`config.mk`:
```
export PLATFORM = sky130hd
export DESIGN_NAME = paged_pc
export DESIGN_NICKNAME = d
export VERILOG_FILES = /design/src/rtl/pc_pkg.sv /design/src/rtl/pc_incr.sv /design/src/rtl/pc_target_sel.sv /design/src/rtl/pc_state.sv /design/src/rtl/paged_pc.sv
export SDC_FILE = /design/constraint.sdc
export NUM_CORES = 1
export LEC_CHECK = 0
export BUFFER_PORTS_ARGS = -buffer_cell sky130_fd_sc_hd__buf_2
export CAP_MARGIN = 10
export CORE_MARGIN = 3
export CORE_UTILIZATION = 48
export DETAILED_ROUTE_END_ITERATION = 12
export PLACE_DENSITY = 0.82
export SLEW_MARGIN = 20
export SYNTH_ARGS = -nofsm -noshare
export SYNTH_HDL_FRONTEND = slang
export SYNTH_HIERARCHICAL = 1
export SYNTH_SLANG_ARGS = --single-unit
```
`constraint.sdc`:
```
create_clock -name clk -period 4.9 [get_ports clk]
set_clock_uncertainty 0.2 [all_clocks]
set_input_delay 0.98 -clock clk [delete_from_list [all_inputs] [get_ports clk]]
set_output_delay 0.98 -clock clk [all_outputs]
set_load 0.02 [all_outputs]
```
`src/rtl/pc_pkg.sv`:
```
package pc_pkg;
  typedef enum logic [1:0] {
    PC_OP_INC   = 2'b00,
    PC_OP_PAGE  = 2'b01,
    PC_OP_GROUP = 2'b10,
    PC_OP_SKIP  = 2'b11
  } pc_op_e;
endpackage

```
`src/rtl/pc_incr.sv`:
```
module pc_incr #(
  parameter int ADDR_W  = 11,
  parameter int PAGE_W  = 6,
  parameter int GROUP_W = 8
) (
  input  logic [ADDR_W-1:0] pc,
  output logic [ADDR_W-1:0] pc_plus1,
  output logic              page_end,
  output logic              group_end
);
  localparam logic [ADDR_W-1:0] ONE = {{(ADDR_W-1){1'b0}}, 1'b1};

  function automatic logic [ADDR_W-1:0] bump(input logic [ADDR_W-1:0] a);
    return a + ONE;
  endfunction

  assign pc_plus1  = bump(pc);
  assign page_end  = &pc[PAGE_W-1:0];
  assign group_end = &pc[GROUP_W-1:0];
endmodule

```
`src/rtl/pc_target_sel.sv`:
```
module pc_target_sel
  import pc_pkg::*;
#(
  parameter int ADDR_W  = 11,
  parameter int PAGE_W  = 6,
  parameter int GROUP_W = 8
) (
  input  logic [ADDR_W-1:0]  pc_plus1,
  input  pc_op_e             op,
  input  logic [GROUP_W-1:0] offset,
  output logic [ADDR_W-1:0]  target
);
  function automatic logic [ADDR_W-1:0] in_page(input logic [ADDR_W-1:0] base,
                                                input logic [GROUP_W-1:0] off);
    return {base[ADDR_W-1:PAGE_W], off[PAGE_W-1:0]};
  endfunction

  function automatic logic [ADDR_W-1:0] in_group(input logic [ADDR_W-1:0] base,
                                                 input logic [GROUP_W-1:0] off);
    return {base[ADDR_W-1:GROUP_W], off};
  endfunction

  always_comb begin
    unique case (op)
      PC_OP_PAGE:  target = in_page(pc_plus1, offset);
      PC_OP_GROUP: target = in_group(pc_plus1, offset);
      default:     target = pc_plus1;
    endcase
  end
endmodule

```
`src/rtl/pc_state.sv`:
```
module pc_state #(
  parameter int ADDR_W = 11
) (
  input  logic              clk,
  input  logic              rst_n,
  input  logic              load,
  input  logic [ADDR_W-1:0] d,
  output logic [ADDR_W-1:0] q
);
  always_ff @(posedge clk) begin
    if (!rst_n)    q <= '0;
    else if (load) q <= d;
  end
endmodule

```
`src/rtl/paged_pc.sv`:
```
module paged_pc
  import pc_pkg::*;
#(
  parameter int ADDR_W  = 11,
  parameter int PAGE_W  = 6,
  parameter int GROUP_W = 8
) (
  input  logic               clk,
  input  logic               rst_n,
  input  logic               cyc_en,
  input  logic [1:0]         op_sel,
  input  logic [GROUP_W-1:0] offset,
  output logic [ADDR_W-1:0]  fetch_addr,
  output logic [ADDR_W-1:0]  target
);
  logic [ADDR_W-1:0] pc_plus1;
  logic              page_end;
  logic              group_end;
  pc_op_e            op_e;

  assign op_e = pc_op_e'(op_sel);

  pc_incr #(.ADDR_W(ADDR_W), .PAGE_W(PAGE_W), .GROUP_W(GROUP_W)) u_incr (
    .pc        (fetch_addr),
    .pc_plus1  (pc_plus1),
    .page_end  (page_end),
    .group_end (group_end)
  );

  pc_target_sel #(.ADDR_W(ADDR_W), .PAGE_W(PAGE_W), .GROUP_W(GROUP_W)) u_sel (
    .pc_plus1 (pc_plus1),
    .op       (op_e),
    .offset   (offset),
    .target   (target)
  );

  pc_state #(.ADDR_W(ADDR_W)) u_state (
    .clk   (clk),
    .rst_n (rst_n),
    .load  (cyc_en),
    .d     (target),
    .q     (fetch_addr)
  );
endmodule

```
== Word level (Yosys, flattened, before mapping) ==
Index checks and enable logic that the tools add are counted.

* $add $sub $neg: 1
* Equal/unequal tests: 2
* Muxes and demuxes: 1

{| class="wikitable"
|+ Operators by type and width
! kind !! number
|-
| $pmux W8 S2 || 1
|-
| $add A11 B1 Y11 const B || 1
|-
| $eq A2 B1 Y1 const B || 1
|-
| $eq A2 B2 Y1 const B || 1
|}

* Register bits: 11
* Bits of input ports: 13
* Output and inout bits: 22
* Word-level logic and storage cells: 5

== Depth between registers and ports, before layout ==
Gate-level depths: netlist of run 1.

* Word-level depth: 2
* Gate-level depth with buffers: 7
* Gate-level depth less buffers: 7

== Modules after synthesis ==
The synthesis of run 1 kept the hierarchy.

{| class="wikitable"
|+ Modules (own cells, without submodules)
! module !! times used !! cells each !! area an instance (sq um) !! sequential area each (sq um)
|-
| pc_state || 1 || 35 || 414.1 || 220.2
|-
| pc_incr || 1 || 24 || 176.4 || 0.0
|-
| pc_target_sel || 1 || 30 || 172.7 || 0.0
|}

== Worst setup path before layout of run 1 ==
No wires, ideal clock.

* Path kind: in2out
* From: input op_sel[0]
* To: output target[1]
* Data arrival time: 1,879 ps
* Data required time: 3,720 ps
* Path slack: 1,841 ps
* Stages on the path: 4
* Path buffers: 1
* Cell sequence: inv_1 > ha_1 > buf_2 > o21ai_1

* Word-level cells in the longest chain between the ends: 2
* Elaborated cells between the ends (all ways): 3
* Those cells by class: eq/ne: 2; mux: 1

{| class="wikitable"
|+ Ends and longest elaborated chain
! item !! RTL line !! source
|-
| from (decl) || paged_pc.sv:11 || <nowiki>input logic [1:0] op_sel,</nowiki>
|-
| $eq A2 B2 Y1 / $eq A2 B1 Y1 (equally long branches) || pc_target_sel.sv:24 || <nowiki>unique case (op)</nowiki>
|-
| $pmux W8 S2 (*) || pc_target_sel.sv:24 ||
|-
| to (decl) || paged_pc.sv:14 || <nowiki>output logic [ADDR_W-1:0] target</nowiki>
|}

Mark *: on every way between the ends. The rest lies on a longest branch, timed or not.

== Worst setup path after layout of run 1 ==
* From: input op_sel[0]
* To: output target[6]

The elaborated chain is that of the path after synthesis.

==> results by group, run 1 <==
Cells and area
  – Proportion of layout cells with a drive suffix above 1: 0.3277
  – P&R area growth vs syn: 22.85%
  – Register area: 220.2 um2
  – Antenna cells: 0
  – Fillers: 127
  – Biggest register: u_state/q
  – NumNets Final: 136
  – Multi-input logic area: 481.7 um2
  – Post-Route Utilization: 0.6715
  – Largest regs: u_state/q x11
  – Max reg flops: 11

Clock tree
  – CTS tree: yes
  – Clk buf depth: 2
  – CTS buffer count: 3
  – CTS Root Cell: clkbuf_4
  – Setup bufs post-CTS: 0
  – CTS HTree Levels: 1
  – Skew-Pair Late Insertion Delay: 0.27 ns
  – CTS Hold Buffers Added: 0
  – CTS resizes: 0
  – Clk pin slew, worst setup/hold paths: 0.07 ns
  – Clock tree sinks: 11

Global routing
  – First-pass GRT wire length: 2884 um
  – Vias in the first global route: 659
  – Initial antenna violation count: 0
  – Pin count of the biggest net entering global routing: 15
  – Total Routing Usage GR: 0.1895
  – GRT Residual Overflow: 0

Worst setup path
  – Worst reg2reg setup slack: 3.12 ns
  – Element type at the critical path end: output pin
  – Worst path arrival time: 2.18 ns
  – Dominant delay contributor by cell family on the critical path: adder cells
  – Capturing point of the worst reg2reg path: u_state/q[7]
  – Critical Path RT: 3.72 ns
  – CP Launch Type: input pin
  – Critical Path Max Stage Delay: 0.43 ns
  – Slowest-stage cell, CP: ha_1
  – Crit path max fanout: 14
  – Buf/Inv on CP: 3
  – Cell-by-cell trace of the critical path: buf_2, inv_1, ha_1, or2_1, a22o_1, buf_2
  – RR Startpoint: u_state/q[2]
  – Critical Path Most Common Cell: buf_2
  – Cell depth of the worst flop-to-flop path: 6
  – Critical path class: in2out
  – Critical path startpoint: op_sel[0]

Logic synthesis
  – Syn avg cell area: 8.686 um2
  – Ys Warns: 6
  – Post-synthesis cell count: 87
  – Mapped cell area: 755.7 um2
  – Post-synth net total: 103

Pwr
  – Pwr dens: 226.5 nW/um2
  – Static leakage: 0.0004704 uW
  – VDD IR-drop max: 0.1300 mV

Timing
  – Actual slew at the worst max-slew pin: 0.3527 ns
  – Final setup violation count: 0
  – Fin crit share: 0.6851
  – Min Tclk post-route: 3.357 ns
  – Slew Viols, Final: 0
  – TNS Setup: 0 ns
  – RSZ-0062 raised after global routing: no
  – Max-slew headroom at the worst pin: 0.7649
  – Final hold vios: 0
  – Fmax: 297.9 MHz

Floorplanning
  – Initial Util: 0.5466
  – Die Span Y: 45.68 um
  – Die width: 45.68 um
  – Die area: 2087 um2
  – Row cnt: 13
  – # IOs: 35
  – Core Box Area: 1383 um2

Min path
  – Hold depth: 2
  – WHS Endpoint: u_state/q[10]
  – Class of the worst hold path: reg2reg
  – Hold Path Origin: u_state/q[10]

Route
  – Pre-Repair DR Iteration Count: 4
  – Via count: 716
  – Drt drc: 0
  – WL per Instance: 12.98 um
  – Vias per cell: 5.343
  – Routed Antenna Nets: 0
  – Post-Route WL: 1739 um
  – Number of DRC markers in iteration 0: 11

Job
  – Max_cap viols: 0

Placement
  – Routability cong.: 0.8153
  – HPWL Detailed: 1312 um
  – Number of port buffers: 34

Status
  – Outcome: complete, no violations
-- worst max-delay path by stage --
stage               cells after the start        end
floorplan                               4  target[1]
global placement                        6  target[7]
detailed placement                      6  target[6]
CTS                                     6  target[6]
global route                            6  target[6]
finish                                  6  target[6]
-- routing by layer --
layer / part of all wire / up-vias / GRT usage
met3: 0.088 / 2 / 0.07115
met1: 0.39 / 325 / 0.2180
li1: - / 360 / -
met4: 0.0092 / 0 / 0.05848
met5: 0 / - / 0
met2: 0.51 / 29 / 0.3203
-- per-stage QoR --
step	std cells	hold WS (ns)	cell area (um2)	power [uW]	worst slack [ns]
detailed placement	130	0.3375	902.1	149.7	1.545
finish	134	0.3470	928.4	210.2	1.543
global placement	130	0.3331	902.1	148.7	1.566
floorplan	87	0.4114	755.7	133.4	1.841
CTS	134	0.3468	928.4	211.8	1.545
global route	134	0.4081	928.4	223.7	1.486
-- cells in the final DEF, fill, tap and decap left out, drive strengths merged --
cell type / n
xnor2: 8
nand2: 7
inv: 3
mux2i: 11
buf: 34
a22o: 2
and3: 2
ha: 3
clkbuf: 4
or2: 1
and4: 1
xor2: 1
nand3: 3
dfxtp: 11
nor2b: 12
nand4: 4
o21ai: 12
-- report_power, final --
| part | total [uW] | switching (uW) | internal (uW) |
|---|---|---|---|
| combinational | 50.5 | 29.9 | 20.6 |
| sequential | 97.3 | 5.03 | 92.2 |
| clock | 62.5 | 30.9 | 31.5 |
-- worst reg2reg max path, stage by stage, from the launching register on --
cell and delay, ns:
dfxtp_1 0.46, and4_4 0.30, nand4_1 0.13, xnor2_1 0.17, a22o_1 0.22, mux2i_1 0.13
nor2b_1 0.06
-- layout make-up --
| type | count | area share |
|---|---|---|
| inverter | 3 | 0.01213 |
| tap | 15 | 0.02022 |
| multi-input combinational | 67 | 0.5189 |
| timing repair buffer | 34 | 0.1833 |
| clock buffer | 4 | 0.02830 |
| sequential | 11 | 0.2372 |
Power figures use the tool's default switching activity.
==> run 2, diff against run 1 <==
--- a/config.mk
+++ b/config.mk
@@ -8,9 +8,9 @@
 export BUFFER_PORTS_ARGS = -buffer_cell sky130_fd_sc_hd__buf_2
 export CAP_MARGIN = 10
 export CORE_MARGIN = 3
-export CORE_UTILIZATION = 48
+export CORE_UTILIZATION = 41
 export DETAILED_ROUTE_END_ITERATION = 12
-export PLACE_DENSITY = 0.82
+export PLACE_DENSITY = 0.74
 export SLEW_MARGIN = 20
 export SYNTH_ARGS = -nofsm -noshare
 export SYNTH_HDL_FRONTEND = slang
==> constraint.sdc (replaced) <==
create_clock -name clk -period 2.8 [get_ports clk]
set_clock_uncertainty 0.2 [all_clocks]
set_input_delay 0.56 -clock clk [delete_from_list [all_inputs] [get_ports clk]]
set_output_delay 0.56 -clock clk [all_outputs]
set_load 0.02 [all_outputs]
==> results by group, run 2 (same netlist as run 1, synthesis figures left out) <==
Status
  – Outcome: complete, no violations

Clock tree
  – CTS Hold Buffers Added: 0 (unchanged)
  – Clk buf depth: 2 (unchanged)
  – Skew-Pair Late Insertion Delay: 0.27 ns (about the same)
  – CTS HTree Levels: 1 (unchanged)
  – CTS tree: yes
  – CTS buffer count: 3 (unchanged)
  – Clock tree sinks: 11 (unchanged)
  – Clk pin slew, worst setup/hold paths: 0.07 ns (about the same)
  – CTS Root Cell: clkbuf_4
  – CTS resizes: 0 (unchanged)
  – Setup bufs post-CTS: 0 (unchanged)

Global routing
  – GRT Residual Overflow: 0 (unchanged)
  – Vias in the first global route: 637 (-3.3%)
  – Total Routing Usage GR: 0.1589 (-0.03061)
  – Pin count of the biggest net entering global routing: 12 (-3)
  – First-pass GRT wire length: 2980 um (+3.3%)
  – Initial antenna violation count: 0 (unchanged)

Cells and area
  – P&R area growth vs syn: 25.33%
  – Fillers: 171 (+35%)
  – Largest regs: u_state/q x11
  – Antenna cells: 0 (unchanged)
  – Proportion of layout cells with a drive suffix above 1: 0.3333 (+0.005602)
  – Most common cell after layout, fill and taps aside: buf_2
  – Max reg flops: 11 (unchanged)
  – Post-Route Utilization: 0.5877 (-0.08376)
  – Biggest register: u_state/q
  – Most frequent cells in the layout: buf_2 (34), nor2b_1 (12), mux2i_1 (11), dfxtp_1 (11), xnor2_1 (8)
  – NumNets Final: 137 (+0.74%)

Route
  – Pre-Repair DR Iteration Count: 4 (unchanged)
  – Via count: 725 (+1.3%)
  – Routed Antenna Nets: 0 (unchanged)
  – Post-Route WL: 1818 um (+4.5%)
  – WL per Instance: 12.63 um (-2.7%)
  – Number of DRC markers in iteration 0: 14 (+3)
  – Vias per cell: 5.035 (-5.8%)
  – Drt drc: 0 (unchanged)

Floorplanning
  – Die width: 48.93 um (+7.1%)
  – Initial Util: 0.4689 (-0.07766)
  – # IOs: 35 (unchanged)
  – Core Box Area: 1612 um2 (+17%)
  – Die Span Y: 48.93 um (+7.1%)
  – Die area: 2394 um2 (+15%)
  – Row cnt: 14 (+1)

Placement
  – Number of port buffers: 34 (unchanged)
  – HPWL Detailed: 1339 um (+2.1%)
  – Routability cong.: 0.7609 (-6.7%)

Pwr
  – VDD IR-drop max: 0.2408 mV (+85%)
  – Pwr dens: 396.1 nW/um2 (+75%)
  – Static leakage: 0.0004752 uW (+1.0%)

Worst setup path
  – Crit path max fanout: 8 (-6)
  – Worst path arrival time: 1.75 ns (-0.43 ns)
  – Critical path class: reg2out
  – CP Launch Type: flop
  – Critical Path RT: 2.04 ns (-1.68 ns)
  – Element type at the critical path end: output pin

Timing
  – RSZ-0062 raised after global routing: no
  – Fin crit share: 0.8966
  – Final hold vios: 0 (unchanged)
  – Min Tclk post-route: 2.510 ns
  – Max-slew headroom at the worst pin: 0.7731 (+0.008222)
  – Final setup violation count: 0 (unchanged)
  – Slew Viols, Final: 0 (unchanged)
  – TNS Setup: 0 ns (unchanged)
  – Actual slew at the worst max-slew pin: 0.3404 ns (-0.01233 ns)
  – Fmax: 398.3 MHz

Job
  – Max_cap viols: 0 (unchanged)

Min path
  – Class of the worst hold path: reg2reg
## run 2: cell types whose count changed in the layout (fill, tap and decap cells not counted)
| cell | delta |
|---|---|
| buf_4 | +1 |
## run 2: layout make-up
type | count | area [um2] | share of cell area
well taps | 24 | 30.03 | 0.03170
repair buffers | 35 | 177.7 | 0.1876
multi-input cells | 67 | 481.7 | 0.5086
clock buffers | 4 | 26.28 | 0.02774
inverters | 3 | 11.26 | 0.01189
flip-flops and latches | 11 | 220.2 | 0.2325
## run 2: layer usage
metal / wire [um] / part of all wire / track usage / up-vias
li1: - / - / - / 363
met1: 769 / 0.42 / 0.2037 / 324
met2: 881 / 0.48 / 0.2489 / 33
met3: 143 / 0.079 / 0.04893 / 5
met4: 25 / 0.014 / 0.05687 / 0
met5: 0 / 0 / 0 / -
## run 2: path summary, 6_finish.rpt
path / slack [ns] / depth (start not counted) / to / from
min reg2reg: 0.36 / 2 / u_state/q[8] / u_state/q[8]
max: 0.29 / 6 / target[4] / u_state/q[0]
min: 0.36 / 2 / u_state/q[8] / u_state/q[8]
max reg2reg: 1.03 / 7 / u_state/q[4] / u_state/q[0]
## run 2: power by group
group / switching (uW) / internal [uW]
clock network: 57.9 / 55.3
logic: 54.4 / 37.7
registers: 8.64 / 161
## run 2: per-stage QoR
stage / instances / power [uW] / instance area, um2 / setup slack (ns) / hold slack, ns
after floorplan: 87 / 233.5 / 755.7 / 0.5815 / 0.4114
after global placement: 140 / 264.2 / 920.9 / 0.4235 / 0.3368
after detailed placement: 140 / 265.7 / 920.9 / 0.4088 / 0.3481
after CTS: 144 / 379.7 / 947.2 / 0.2830 / 0.3588
after global routing: 144 / 397.3 / 947.2 / 0.1080 / 0.3971
final: 144 / 375.2 / 947.2 / 0.2895 / 0.3584
## run 2: critical path, stage by stage, from the launching register on
cell	delay, ns
dfxtp_1	0.47
ha_1	0.34
nand3_1	0.15
xnor2_1	0.17
nand2_1	0.06
o21ai_1	0.10
buf_2	0.19
